## src/rtl/cmpx_pkg.sv

```systemverilog
package cmpx_pkg;
  // Number of nodes in a complete binary XOR tree with n leaves
  function automatic int tree_nodes(input int n);
    return 2 * n - 1;
  endfunction
endpackage

```

## src/rtl/cmpx_mask_reg.sv

```systemverilog
module cmpx_mask_reg #(
  parameter int NCHAIN = 8
) (
  input  logic              clk,
  input  logic              rst,
  input  logic              ld_take,
  input  logic              ld_bit,
  output logic [NCHAIN-1:0] mask_q
);
  always_ff @(posedge clk) begin
    if (rst)
      mask_q <= '1;
    else if (ld_take)
      mask_q <= {ld_bit, mask_q[NCHAIN-1:1]};
  end
endmodule

```

## src/rtl/cmpx_xor_tree.sv

```systemverilog
module cmpx_xor_tree
  import cmpx_pkg::*;
#(
  parameter int RATIO = 4
) (
  input  logic [RATIO-1:0] din,
  input  logic [RATIO-1:0] msk,
  output logic             dout
);
  localparam int NODES = tree_nodes(RATIO);

  // Heap-ordered tree: leaves at RATIO-1 .. NODES-1, root at 0
  logic [NODES-1:0] node;

  for (genvar k = 0; k < RATIO; k++) begin : g_leaf
    assign node[RATIO-1+k] = din[k] & msk[k];
  end

  for (genvar i = 0; i < RATIO-1; i++) begin : g_inner
    assign node[i] = node[2*i+1] ^ node[2*i+2];
  end

  assign dout = node[0];
endmodule

```

## src/rtl/cmpx_fail_trk.sv

```systemverilog
module cmpx_fail_trk #(
  parameter int NUM_CH = 2
) (
  input  logic              clk,
  input  logic              rst,
  input  logic              clr,
  input  logic              shift,
  input  logic [NUM_CH-1:0] ch_val,
  input  logic [NUM_CH-1:0] exp_val,
  output logic [NUM_CH-1:0] fail_q
);
  always_ff @(posedge clk) begin
    if (rst || clr)
      fail_q <= '0;
    else if (shift)
      fail_q <= fail_q | (ch_val ^ exp_val);
  end
endmodule

```

## src/rtl/masked_xor_compactor.sv

```systemverilog
module masked_xor_compactor #(
  parameter int NUM_CH = 2,
  parameter int RATIO  = 4,
  localparam int NCHAIN = NUM_CH * RATIO
) (
  input  logic              clk,
  input  logic              rst,
  input  logic [NCHAIN-1:0] chain_bits,
  input  logic              shift_en,
  input  logic [NUM_CH-1:0] exp_bits,
  input  logic              mask_ld_en,
  input  logic              mask_ld_bit,
  output logic [NUM_CH-1:0] ch_out,
  output logic [NUM_CH-1:0] ch_fail
);
  logic [NCHAIN-1:0] mask_q;
  logic [NUM_CH-1:0] ch_comb;
  logic              ld_take;

  // Loads are accepted only between shift cycles
  assign ld_take = mask_ld_en & ~shift_en;

  cmpx_mask_reg #(.NCHAIN(NCHAIN)) u_mask (
    .clk     (clk),
    .rst     (rst),
    .ld_take (ld_take),
    .ld_bit  (mask_ld_bit),
    .mask_q  (mask_q)
  );

  for (genvar j = 0; j < NUM_CH; j++) begin : g_ch
    cmpx_xor_tree #(.RATIO(RATIO)) u_tree (
      .din  (chain_bits[j*RATIO +: RATIO]),
      .msk  (mask_q[j*RATIO +: RATIO]),
      .dout (ch_comb[j])
    );
  end

  always_ff @(posedge clk) begin
    if (rst)
      ch_out <= '0;
    else if (shift_en)
      ch_out <= ch_comb;
  end

  cmpx_fail_trk #(.NUM_CH(NUM_CH)) u_fail (
    .clk     (clk),
    .rst     (rst),
    .clr     (ld_take),
    .shift   (shift_en),
    .ch_val  (ch_comb),
    .exp_val (exp_bits),
    .fail_q  (ch_fail)
  );
endmodule

```

## config.mk

```make
export PLATFORM = sky130hd
export DESIGN_NAME = masked_xor_compactor
export DESIGN_NICKNAME = d
export VERILOG_FILES = /design/src/rtl/cmpx_pkg.sv /design/src/rtl/cmpx_mask_reg.sv /design/src/rtl/cmpx_xor_tree.sv /design/src/rtl/cmpx_fail_trk.sv /design/src/rtl/masked_xor_compactor.sv
export SDC_FILE = /design/constraint.sdc
export NUM_CORES = 1
export LEC_CHECK = 0
export ABC_AREA = 1
export BUFFER_PORTS_ARGS = -buffer_cell sky130_fd_sc_hd__clkbuf_2
export CAP_MARGIN = 10
export CORE_MARGIN = 4
export CORE_UTILIZATION = 48
export DETAILED_ROUTE_END_ITERATION = 7
export PLACE_DENSITY = 0.75
export REMOVE_ABC_BUFFERS = 1
export SYNTH_ARGS = -nofsm -noshare
export SYNTH_HDL_FRONTEND = slang
export SYNTH_SLANG_ARGS = --single-unit
export TNS_END_PERCENT = 50
```

## constraint.sdc

```tcl
create_clock -name clk -period 1 [get_ports clk]
set_input_delay 0.15 -clock clk [delete_from_list [all_inputs] [get_ports clk]]
set_output_delay 0.15 -clock clk [all_outputs]
set_load 0.01 [all_outputs]
```

# Word level (Yosys, flattened, before mapping)
# Index checks and enable logic that the tools add are counted.
# word_totals
regBits	12
inputBits	15
output_inout_bits	4
wordCells	22
# classes
bitwise_logic	18
reduce_logical	1
# ops
cell	count
1-bit AND	9
1-bit XOR	6
2-bit bitwise OR	1
2-bit XOR	1
1-bit logical OR	1
1-bit NOT	1

# Logic depth before layout (Yosys ltp)
# Gate-level depths: netlist of the first run.
# logic_depth
word_depth	5
ltp_mapped	8
mapped_depth_nobuf	8

# Modules after synthesis
# From an unflattened synthesis of the first run, not the netlist that was laid out.
# unflattened
cells_unflattened	113
hier_area_um2	664.4
# modules_own_cells
mod	n_inst	cells_each	area_per_inst_um2	seq_area_each_um2
cmpx_mask_reg	1	35	279.0	160.2
cmpx_xor_tree	2	23	96.3	0.0
cmpx_fail_trk	1	17	103.8	40.0
masked_xor_compactor	1	15	88.8	40.0

# Worst setup path before layout of the first run
# No wires, ideal clock.
# synth_timing
kind	register -> register
startpoint	register u_mask.mask_q[3]
endpoint	register u_fail.fail_q[0]
setup_ps	70
t_arrival_ps	892
t_required_ps	930
setup_slack_ps	38
path_stages_with_launch	7
synth_period_minus_slack_ps	962
path_cell_list	dfxtp_1 > nand2_2 > xnor2_2 > nand2_1 > nand3_1 > nand3_1 > a21oi_1
# synth_between
elab_chain_len	5
# synth_rtl
item	line_no	rtl
from (decl)	cmpx_mask_reg.sv:8	output logic [NCHAIN-1:0] mask_q
from (signal assigned)	cmpx_mask_reg.sv:14	mask_q <= {ld_bit, mask_q[NCHAIN-1:1]};
1-bit AND	cmpx_xor_tree.sv:16	assign node[RATIO-1+k] = din[k] & msk[k];
1-bit XOR (2 in series)	cmpx_xor_tree.sv:20	assign node[i] = node[2*i+1] ^ node[2*i+2];
2-bit XOR	cmpx_fail_trk.sv:16	fail_q <= fail_q | (ch_val ^ exp_val);
2-bit bitwise OR	cmpx_fail_trk.sv:16	
to (signal assigned)	cmpx_fail_trk.sv:16	
to (decl)	cmpx_fail_trk.sv:10	output logic [NUM_CH-1:0] fail_q
# No other way between the ends.
# A chain may end at the register's enable or synchronous reset.

# Worst setup path after layout of the first run
# layout_timing
startpoint	register u_mask.mask_q[4]
endpoint	register u_fail.fail_q[1]
# Same word-level chain as after synthesis.

==> summary.md, run 1 <==
The flow ran to the end, but the final reports show violations. The final reports fail on setup timing. The height of the die was 44.5 um; the routed length per placed instance was 10.4 um.

The initial utilization of the core area, before any placement, comes to 54.5%. The final setup TNS is -0.0161 ns, and the final period utilization is 102%. Headroom to the max-slew limit came out at 78.6%. The total count of max-transition violations in the final report was 0; the transition time at the pin with the least slew margin was 0.321 ns. The data arrival at the endpoint of the critical path came out at 1.22 ns. The tools report the number of nets in the finished design as 146. The portion of synthesized area spent on multiplexers is 0%.

Maximum fanout count along the critical path: 3. After clock tree synthesis, the clock-pin slew on the worst setup and hold paths is 0.07 ns. The count of synthesis-stage warnings from yosys was 0; the count of routing violations after the opening detailed-route iteration was 10. The power density over the cells works out to 1270 nW/um2. The logs give 1980 um2 for the floorplan die area and 12 for the clock sink count. Summed over all instances, the cell type with the most area after synthesis is sky130_fd_sc_hd__dfxtp_1. Counting the fill cells in the layout gives 98. The final estimated routing congestion in global placement is 0.721. The met3 global-route usage is 6.10%, and the vias per cell is 4.90.

Across all layers, the routed design uses 700 vias. Leaving out fill and tap cells, the most frequent cell in the layout is sky130_fd_sc_hd__nand2_1. The shortest period the worst path allows is 1.02 ns, and the static leakage power is 0.514 nW. For the count of final setup violators, the log shows 1. For the placement-stage worst setup slack, the log shows -0.0473 ns. The number of maximum-capacitance violations is 0. In this design, the critical path's most frequently occurring cell is sky130_fd_sc_hd__nand3_1.

Entering global routing, the biggest net connects 12 pins. Total routed wirelength: 1480 um. The area growth from synthesis to layout was 42.9%. The main combinational cell family by area after synthesis is simple AND/OR/NAND/NOR gates. After Yosys synthesis, and, or, nand and nor cells account for 45.1% of the synthesized area.

The number of antenna diodes in the final layout is 0. The HPWL after detailed placement is 1050 um. The first detailed-routing pass ran for 4 iterations.

Across the VDD grid, the largest voltage drop is 841 uV. The min-delay analysis places its worst path in the category input pin to register. Setup repair after global routing could not meet its margin everywhere. In this run the biggest area consumer among cell types represents 37.6% of the synthesized area.

The endpoint class of the critical path was a register. Synthesis handed over a netlist of 100 instances. The tools report the source-to-sink clock delay at the later pin of the worst-skew pair as 0.26 ns. Global routing consumed, over all layers together, 16.5% of the routing resources.

For met1 alone, demand over resource in global routing was 18.8%. By startpoint and endpoint, the worst setup path is classified as register to register. By area the synthesized netlist is led by sky130_fd_sc_hd__dfxtp_1 (38%), sky130_fd_sc_hd__nand2_1 (26%), sky130_fd_sc_hd__nand3_1 (16%). The logs give 1.16 mW for the power after layout and 1.20 ns for the required time at the endpoint of the critical path. The initialized floorplan defines 12 standard-cell rows.

The initial antenna violation count was 0; the synthesized area per cell was 6.38 um2. The longest clock path from root to sink contains 2 buffers. After detailed routing, the number of remaining DRC violations is 0.

Walking the worst path, the cells encountered are nand2_4, xnor2_2, nand2_2, nand3_1, nand3_1, a21oi_1. Summing the areas of all fa, ha and maj instances in the mapped netlist gives 0% of the synthesized area. For this run, the register share of the synthesized area comes to 37.6%. TritonCTS built the clock tree. The number of H-tree levels was 1. Clock tree synthesis selected as its root buffer the cell sky130_fd_sc_hd__clkbuf_4. Once detail routing completed, the nets flagged for antenna violations numbered 0.

Counting distinct cell types in the post-synthesis netlist gives 9. In the global route stage, met2 resource usage came out at 28.1%. Summing the areas of all xor and xnor instances in the mapped netlist gives 5.10% of the synthesized area.

The tools report the number of top-level pins as 19. The horizontal die dimension came out at 44.5 um. In this run the cell area of the synthesized design comes to 638 um2. The worst setup path is launched from a register. The wire length of the first global-routing pass is 2390 um. Counting flops and latches in the post-synthesis netlist gives 12. In this run the most used layer during global routing was met2. The run gives -0.0161 ns as the post-route worst setup slack. The post-route clock skew is 0.00229 ns, and the clock buffer count from CTS is 3. The count of buffers added on input and output ports is 18. In this run the standard cell core region covers 1170 um2.

On the worst path, the slowest cell contributes a delay of 0.36 ns. The count of endpoints failing hold in the final timing report was 0; the fraction of the mapped netlist area in compound gates was 3.92%. The top cell types in the final layout, fill and taps aside, are sky130_fd_sc_hd__nand2_1 (30), sky130_fd_sc_hd__clkbuf_2 (18), sky130_fd_sc_hd__nand3_1 (17). The largest individual stage delay along the critical path comes from the cell sky130_fd_sc_hd__dfxtp_2.

Derived from the worst setup path, the maximum achievable clock frequency is 984 MHz. The tools report the via count of the first global-routing pass as 621. The post-route netlist has 50.4% of its cells at a drive strength greater than 1. Sum of overflow across all layers after global routing: 0.
==> report_power, final <==
part	total, mW	switching [mW]	internal, mW
combinational	0.337	0.185	0.152
clock	0.278	0.139	0.139
sequential	0.542	0.0259	0.516
==> registers in the layout, summed over array words and instances (netlist names) <==
signal and flops:
u_mask.mask_q 8, u_fail.fail_q 2, ch_out 2
==> area by class of cell <==
cell class              instances  area [um2]  area share, %
well taps                      14        17.5           1.92
repair buffers                 27         158           17.3
multi-input cells              74         413           45.3
clock buffers                   3        22.5           2.47
flip-flops and latches         12         253           27.7
inverters                      13        48.8           5.35
==> critical path: cells and delay by family (launching register included) <==
kind,cells,cell delay [ns]
flops,1,0.36
compound gates,1,0.11
simple gates,4,0.29
xor+xnor,1,0.19
==> metal layers <==
layer | share of wire (%) | wire (um) | vias to the layer above
met1 | 41 | 607 | 303
met4 | 0 | 0 | 0
met3 | 8.0 | 118 | 0
met5 | 0 | 0 | -
li1 | - | - | 372
met2 | 51 | 758 | 25
==> repair_timing <==
action                                  4_1_cts  5_1_grt
gates cloned                                  0        0
setup buffers                                 1        0
gates resized for setup                      15       19
pin swaps                                     6       13
hold buffers                                  0        0
endpoints found under the setup margin        4        4
==> cell usage after synthesis <==
cell type / count
sky130_fd_sc_hd__nand3_1: 20
sky130_fd_sc_hd__dfxtp_1: 12
sky130_fd_sc_hd__xnor2_2: 2
sky130_fd_sc_hd__o211ai_1: 2
sky130_fd_sc_hd__a21oi_1: 2
sky130_fd_sc_hd__nand2_1: 45
sky130_fd_sc_hd__inv_1: 13
sky130_fd_sc_hd__clkbuf_1: 1
sky130_fd_sc_hd__nand2_2: 3
==> stage by stage <==
| step | instances | cell area (um2) | hold slack (ns) | util [%] |
|---|---|---|---|---|
| after floorplan | 99 | 634 | 0.263 | - |
| after global placement | 139 | 802 | 0.365 | 68.5 |
| after detailed placement | 139 | 802 | 0.384 | 68.5 |
| after CTS | 143 | 858 | 0.104 | 73.3 |
| after global routing | 143 | 912 | 0.120 | 77.9 |
| final | 143 | 912 | 0.105 | 77.9 |
==> cell families after synthesis <==
family / after synthesis
xor+xnor: 2
buf+inv: 14
compound gates: 4
simple gates: 68
flops: 12
==> path summary, 6_finish.rpt <==
path | start | endpoint | slack, ns | cells past startpoint
setup / recovery | u_mask.mask_q[4] | u_fail.fail_q[1] | -0.02 | 6
setup reg to reg | u_mask.mask_q[4] | u_fail.fail_q[1] | -0.02 | 6
hold / removal | mask_ld_bit | u_mask.mask_q[7] | 0.11 | 3
hold reg to reg | u_fail.fail_q[0] | u_fail.fail_q[0] | 0.45 | 2
(Power assumes the default switching activity.)
==> run 2: changes to the inputs <==
Settings changed: GPL_TIMING_DRIVEN set to 1, SLEW_MARGIN set to 40, TNS_END_PERCENT 50 to unset.
==> run 2 against run 1 <==
The flow still finishes with violations (setup timing). Clock skew fell by 0.00066 ns. Global-route usage unchanged. Die area unchanged. Fmax increased by 0.14%. Clock power about the same. Sequential power barely moved. Flip-flop and latch count is the same. Critical endpoint unchanged. Largest cell class unchanged. Highest routed layer unchanged.
==> summary.md, run 2 (synthesized netlist as in run 1, its figures left out) <==
The combined flip-flop and latch cell area is 253 um2, and the static leakage power is 0.517 nW. Entering global routing, the biggest net connects 12 pins. Leaving out fill and tap cells, the most frequent cell in the layout is sky130_fd_sc_hd__nand2_1. For the sum of overflow across all layers after global routing, the log shows 0. Setup repair after global routing could not meet its margin everywhere.

The worst hold path was traced through 3 stages. Summing all multi-input logic gate instances after layout gives 424 um2. The shortest period the worst path allows works out to 1.01 ns. Across the run, the number of max-cap violations was 0.

The count of buffers from port buffering is 18. By startpoint and endpoint, the worst setup path is classified as register to register. The tools report the number of diodes added for antenna fixing as 0. For the via count of the first global-routing pass, the log shows 621.

Buffers inserted to repair hold after CTS numbered 0. In this run the critical register-to-register path is launched from u_mask.mask_q[4]. In this run, flip-flops and latches consume 46.5% of the power. The checks that failed: setup timing. The filler-free cell count of the finished design came out at 143. Measured on the finished design, the core utilization comes to 78.8%. The tools report the terminating pin of the worst hold path as u_mask.mask_q[7].

The floorplan die area is 1980 um2. Clock tree synthesis found a total of 12 sinks. Filler cell count: 94. Combinational cells account for 29.7% of the total power. The run gives 16.5% as the total track usage. The logs give 0.26 ns for the source-to-sink clock delay at the later pin of the worst-skew pair and 4 for the number of detailed-route iterations in the first pass. The largest register by flop count is u_mask.mask_q. The clock network burns 23.7% of the power. The number of H-tree levels was 1. The internal power component is 810 uW, and the clock buffer count from CTS is 3.

Detailed placement ended at an HPWL of 1050 um. The overall via count from detail_route came out at 700. The maximum fanout count along the critical path works out to 3. Leaving out fill and tap cells, the most frequent cells in the layout are sky130_fd_sc_hd__nand2_1 (29), sky130_fd_sc_hd__clkbuf_2 (18), sky130_fd_sc_hd__nand2_2 (16), sky130_fd_sc_hd__nand3_1 (16). The horizontal die dimension was 44.5 um. The area growth from synthesis to layout is 44.7%. Total count of max-transition violations in the final report: 0. CTS placed an instance of sky130_fd_sc_hd__clkbuf_4 at the clock tree root.

The clock passes through at most 2 buffers. Dividing total power by cell area gives a power density of 1260 nW/um2. For the number of nets in the finished design, the log shows 146. In this run the critical register-to-register path is captured at u_fail.fail_q[1]. The path class of the tightest hold or removal check is input pin to register.

VDD sags by at most 846 uV. The number of cells on the worst reg-to-reg path works out to 6. The worst setup path is captured at a register.

Clock-pin slew was measured on the worst setup and hold paths at 0.07 ns. After detailed routing, the average wire length per cell comes to 10.4 um. After detailed routing, the number of remaining DRC violations is 0. The number of flip-flops under the largest register name was 8; the post-route antenna net violation count was 0. After detailed placement, the design holds a cell count of 139.

The floorplan has 12 rows. Net switching is 30.4% of the power. Final estimated routing congestion in global placement: 0.721. The count of final setup violators came out at 1. The minimum setup slack among reg-to-reg paths was -0.01 ns.

After detailed routing, the number of vias per cell comes to 4.90. For the initial antenna violation count, the log shows 0. The run gives 1490 um as the total routed wirelength. For the fmax, the log shows 986 MHz. The design draws 1.16 mW. The flow ran to the end, but the final reports show violations. In this run the most critical hold path is launched from mask_ld_bit. For the data arrival at the endpoint of the critical path, the log shows 1.21 ns. The largest registers in the layout are u_mask.mask_q (8), ch_out (2), u_fail.fail_q (2). The first global-routing pass estimated 2390 um of wire. Between clock sinks in the finished design, the worst skew comes to 0.00164 ns. The tools report the count of routing violations after the opening detailed-route iteration as 5.

The placeable core region is 1170 um2. The net switching power came out at 354 uW. The count of endpoints failing hold in the final timing report came out at 0. Headroom to the max-slew limit came out at 77.3%.

Once the floorplan was initialized, standard cells occupied 54.5% of the core. Tracing the worst setup path back leads to its startpoint at u_mask.mask_q[4]. The fraction of layout instances using a drive strength above 1 was 52.7%; the height of the die was 44.5 um. The logs give -0.0147 ns for the post-route worst setup slack and 19 for the number of top-level pins. The required time at the endpoint of the critical path came out at 1.20 ns. TritonCTS built the clock tree. The tools report the final hold slack as 0.108 ns. The run gives -0.0473 ns as the placement-stage worst setup slack. At the pin with the least slew margin, the transition time is 0.340 ns.

The final critical path takes up 101% of the cycle. The worst setup path is launched from a register.
[run 2: final cells by class]
cell class / count / area share (%)
Timing Repair Buffer: 27 / 17.1
Tap cell: 14 / 1.90
Multi-Input combinational cell: 74 / 45.9
Clock buffer: 3 / 2.44
Sequential cell: 12 / 27.4
Inverter: 13 / 5.28
[run 2: per-stage QoR]
step | cell area [um2] | TNS, ns
final | 923 | -0.0147
after global routing | 923 | -0.336
after CTS | 858 | -0.0153
after detailed placement | 802 | -0.0822
after global placement | 802 | -0.0353
after floorplan | 634 | 0
[run 2: power by group through the flow]
stage,sequential (mW),combinational (mW),clock (mW)
6_report,0.542,0.346,0.276
5_1_grt,0.547,0.388,0.317
4_1_cts,0.539,0.297,0.288
3_5_place_dp,0.544,0.282,0
3_3_place_gp,0.543,0.274,0
2_1_floorplan,0.550,0.171,0
[run 2: how the worst max path moves through the flow]
stage                  endpoint  slack [ns]  cells after the start
6_report       u_fail.fail_q[1]       -0.01                      6
5_1_grt        u_fail.fail_q[0]       -0.09                      6
2_1_floorplan  u_fail.fail_q[0]        0.04                      6
3_3_place_gp   u_fail.fail_q[0]       -0.03                      6
3_5_place_dp   u_fail.fail_q[0]       -0.05                      6
4_1_cts        u_fail.fail_q[0]       -0.02                      6
[run 2: repair_timing]
item                                   CTS  global route
resized for setup                       15            22
buffers inserted                         1             0
setup endpoints to repair                4             4
pin swaps                                6            14
endpoints found under the hold margin    0             0
[run 2: routing by layer]
metal | share of wire [%] | GRT usage (%)
met1 | 42 | 18.8
met2 | 51 | 28.1
met3 | 6.8 | 6.10
met4 | 0 | 5.42
met5 | 0 | 0
[run 2: critical path, cell delays in order, from the launching register on]
cell	delay (ns)
sky130_fd_sc_hd__dfxtp_2	0.36
sky130_fd_sc_hd__nand2_4	0.06
sky130_fd_sc_hd__xnor2_2	0.18
sky130_fd_sc_hd__nand2_2	0.09
sky130_fd_sc_hd__nand3_1	0.07
sky130_fd_sc_hd__nand3_1	0.07
sky130_fd_sc_hd__a21oi_1	0.11
==> run 3: changes to the inputs <==
Settings changed: ABC_AREA 1 to 0, CORE_AREA set to 4 4 41 43, CORE_MARGIN 4 to unset, CORE_UTILIZATION 48 to unset, DIE_AREA set to 0 0 45 47, PLACE_DENSITY 0.75 to 0.67.
==> run 3 against run 2 <==
The flow still finishes with violations (setup timing). Global-route usage down 4.0 points. Register-to-register slack worse by 0.26 ns. Sequential share of layout area up 2.4 points. Combinational power down 2%. Die area up 7.0%. Via count down 27%. Power up 10%. Critical path depth down 1. Largest power group unchanged. Highest routed layer is now met4.
==> summary.md, run 3 <==
The end of the critical path was u_fail.fail_q[0]. For this configuration, the core starts out at a cell density of 41.7%. The run gives 0 as the sum of overflow across all layers after global routing. Counting every instance in the synthesized netlist gives 59. In this run the critical register-to-register path is captured at u_fail.fail_q[0]. The tools report the count of final setup violators as 4. The maximum fanout count along the critical path was 3; the data arrival at the endpoint of the critical path was 1.50 ns.

The overall via count from detail_route is 510. For this run, the detailed router's first-pass iteration total came to 4. The post-synthesis cell type with the largest combined area was sky130_fd_sc_hd__dfxtp_1.

Summing every instance area after synthesis gives 543 um2. The tightest slew margin relative to the limit was 83.6%; the total of flip-flops plus latches after synthesis was 12. The filler cells instantiated in the layout total 114. Ranked by flip-flop count, first place goes to u_mask.mask_q. The worst hold path class is input pin to register.

The worst setup path is of the register to register kind. The multi-input logic area is 349 um2, and the number of flip-flops under the largest register name is 8. The first global-routing pass estimated 1830 um of wire. No sink is reached through more buffers than the 2 on the longest clock path. Shortest period the worst path allows: 1.28 ns. The root buffer selected by CTS is sky130_fd_sc_hd__clkbuf_4. The fraction of layout instances using a drive strength above 1 was 64.0%.

The number of diodes added for antenna fixing came out at 0. The transition time at the pin with the least slew margin was 0.246 ns. The tool flagged a number of max-cap violations equal to 0.

The number of cells on the worst reg-to-reg path is 5. sky130_fd_sc_hd__dfxtp_1 is the most common cell in the netlist. STA classifies the critical path startpoint as a register. The post-route worst setup slack was -0.277 ns. The largest registers in the layout are u_mask.mask_q (8), ch_out (2), u_fail.fail_q (2). The floorplan die area was 2120 um2; the count of endpoints failing hold in the final timing report was 0. The region available for standard cell placement spans 1300 um2. Initial antenna violation count: 0.

After synthesis, the cell types taking the most area are sky130_fd_sc_hd__dfxtp_1 (44%), sky130_fd_sc_hd__a211o_1 (11%), sky130_fd_sc_hd__xnor2_1 (9.7%). The tools report the endpoint class of the critical path as a register. For met3 alone, demand over resource in global routing was 3.45%. The logs give -0.28 ns for the minimum setup slack among reg-to-reg paths and 1.23 ns for the required time at the endpoint of the critical path.

Dividing the detail-routed via count by the number of cells gives 4.90. Total count of max-transition violations in the final report: 0. Relative to the synthesized area, the layout overhead comes to 54.6%. Yosys printed 0 warnings.

TritonCTS built the clock tree. Adding up every negative setup slack in the final design gives -0.688 ns. Global routing consumed, over all layers together, 12.5% of the routing resources. Ranked by instance count, the synthesized netlist is headed by sky130_fd_sc_hd__dfxtp_1 (12), sky130_fd_sc_hd__nand2_1 (10), sky130_fd_sc_hd__nor2b_1 (8). The count of buffers from port buffering is 18, and the final period utilization is 128%. The number of top-level pins came out at 19. Origin of the critical flop-to-flop path: u_mask.mask_q[3]. Post-route antenna net violation count: 0. Leaving out fill and tap cells, the most frequent cell in the layout is sky130_fd_sc_hd__clkbuf_2. Measured along the x axis, the die boundary spans 45 um. Setup repair after global routing could not meet its margin everywhere. The power density over the cells was 1530 nW/um2; the number of standard-cell rows in the floorplan was 13.

After detailed routing, the total wire length is 1320 um. In the global route stage, met1 resource usage came out at 13.4%. The fmax is 783 MHz. The worst-case IR drop observed on VDD is 772 uV. The proportion of netlist area held by the largest area contributor was 44.2%. In this run, CTS created clock tree buffers numbering 3. The logs give 1 for the number of H-tree levels and 0.737 for the final estimated routing congestion in global placement.

The finished cells cover 840 um2. The clock net in this run drives a total of 12 sinks. The checks that failed: setup timing. The source-to-sink clock delay at the later pin of the worst-skew pair is 0.28 ns. The run gives 44.2% as the post-synthesis sequential area ratio.

After synthesis, the share of flip-flops with an asynchronous set or reset is 0%. In this run the static leakage power is 0.380 nW. For this run, design rule violations remaining after detail routing come to 0.

The routed length per placed instance was 12.7 um; the number of nets in the finished design was 105. The detailed router finished its first iteration with 4 violations. A synthesized cell averages 9.20 um2. Tracing the worst setup path back leads to its startpoint at u_mask.mask_q[3].

The flow ran to the end, but the final reports show violations. The post-route clock skew came out at 0.00292 ns. The clock slew at the register clock pins of the worst setup and hold paths works out to 0.08 ns. Flip-flop cell with the highest count after synthesis: sky130_fd_sc_hd__dfxtp_1.

The post-place instance area was 726 um2. The via count of the first global-routing pass was 471; the combined flip-flop and latch cell area was 250 um2. The number of hold buffers added after CTS was 0.

The height of the die came out at 47 um. The run gives 14 as the number of distinct library cells after synthesis. Yosys mapped a number of flops with a built-in enable equal to 0. Entering global routing, the biggest net connects 18 pins. The routing usage on met2 is 20.3%. The global routing stage identified its most utilized layer as met2.

Leaving out fill and tap cells, the most frequent cells in the layout are sky130_fd_sc_hd__clkbuf_2 (18), sky130_fd_sc_hd__buf_4 (10), sky130_fd_sc_hd__nand2_2 (8), sky130_fd_sc_hd__nor2b_1 (8), sky130_fd_sc_hd__dfxtp_2 (8).
## run 3: report_power, final
group	total, mW	switching [mW]	leakage [nW]	internal [mW]
Combinational	0.339	0.146	0.263	0.193
Clock	0.397	0.175	0.0210	0.222
Sequential	0.550	0.0251	0.0964	0.525
## run 3: layer usage
| metal | share of wire, % | wire [um] |
|---|---|---|
| met2 | 52 | 689 |
| met4 | 1.9 | 25 |
| met3 | 4.9 | 65 |
| met1 | 41 | 544 |
| met5 | 0 | 0 |
## run 3: kinds of logic (layout without fill, tap and decap cells)
logic type | after synthesis | count (layout) | synth area share, %
flip-flops | 12 | 12 | 44.2
buffers and inverters | 3 | 33 | 2.53
XOR/XNOR | 6 | 6 | 9.68
AND/OR/NAND/NOR | 28 | 28 | 27.7
AO/OA/AOI/OAI | 10 | 10 | 15.9
## run 3: layout make-up
type                            instances  area share (%)
Multi-Input combinational cell         44            41.6
Sequential cell                        12            29.8
Timing Repair Buffer                   29            22.1
Clock buffer                            4            4.32
Tap cell                               15            2.24
## run 3: what timing repair did
item                                    CTS  global route
endpoints found under the setup margin    4             4
pin swaps                                 6             3
gates resized for setup                  15             7
buffers inserted                          1             0
## run 3: critical path, stage by stage, from the launching register on
cell,delay [ns]
sky130_fd_sc_hd__dfxtp_2,0.35
sky130_fd_sc_hd__nand2_2,0.07
sky130_fd_sc_hd__xnor2_2,0.14
sky130_fd_sc_hd__xnor2_1,0.13
sky130_fd_sc_hd__or4b_1,0.46
sky130_fd_sc_hd__nand3_1,0.07
## run 3: worst min-delay path by stage
stage	from	end	slack, ns	cells past startpoint
after floorplan	rst	ch_out[0]	0.22	1
after global placement	mask_ld_bit	u_mask.mask_q[7]	0.36	2
after detailed placement	mask_ld_bit	u_mask.mask_q[7]	0.36	2
after CTS	mask_ld_bit	u_mask.mask_q[7]	0.06	2
after global routing	mask_ld_bit	u_mask.mask_q[7]	0.07	2
final	mask_ld_bit	u_mask.mask_q[7]	0.07	2
## run 3: per-stage QoR
stage / total power, mW / setup WS (ns) / hold WS, ns / util, % / instances
finish: 1.29 / -0.277 / 0.0716 / 64.5 / 104
global route: 1.36 / -0.329 / 0.0741 / 64.5 / 104
floorplan: 0.695 / -0.242 / 0.223 / - / 56
global placement: 0.825 / -0.301 / 0.357 / 55.8 / 99
detailed placement: 0.831 / -0.305 / 0.365 / 55.8 / 99
CTS: 1.28 / -0.270 / 0.0606 / 62.0 / 104
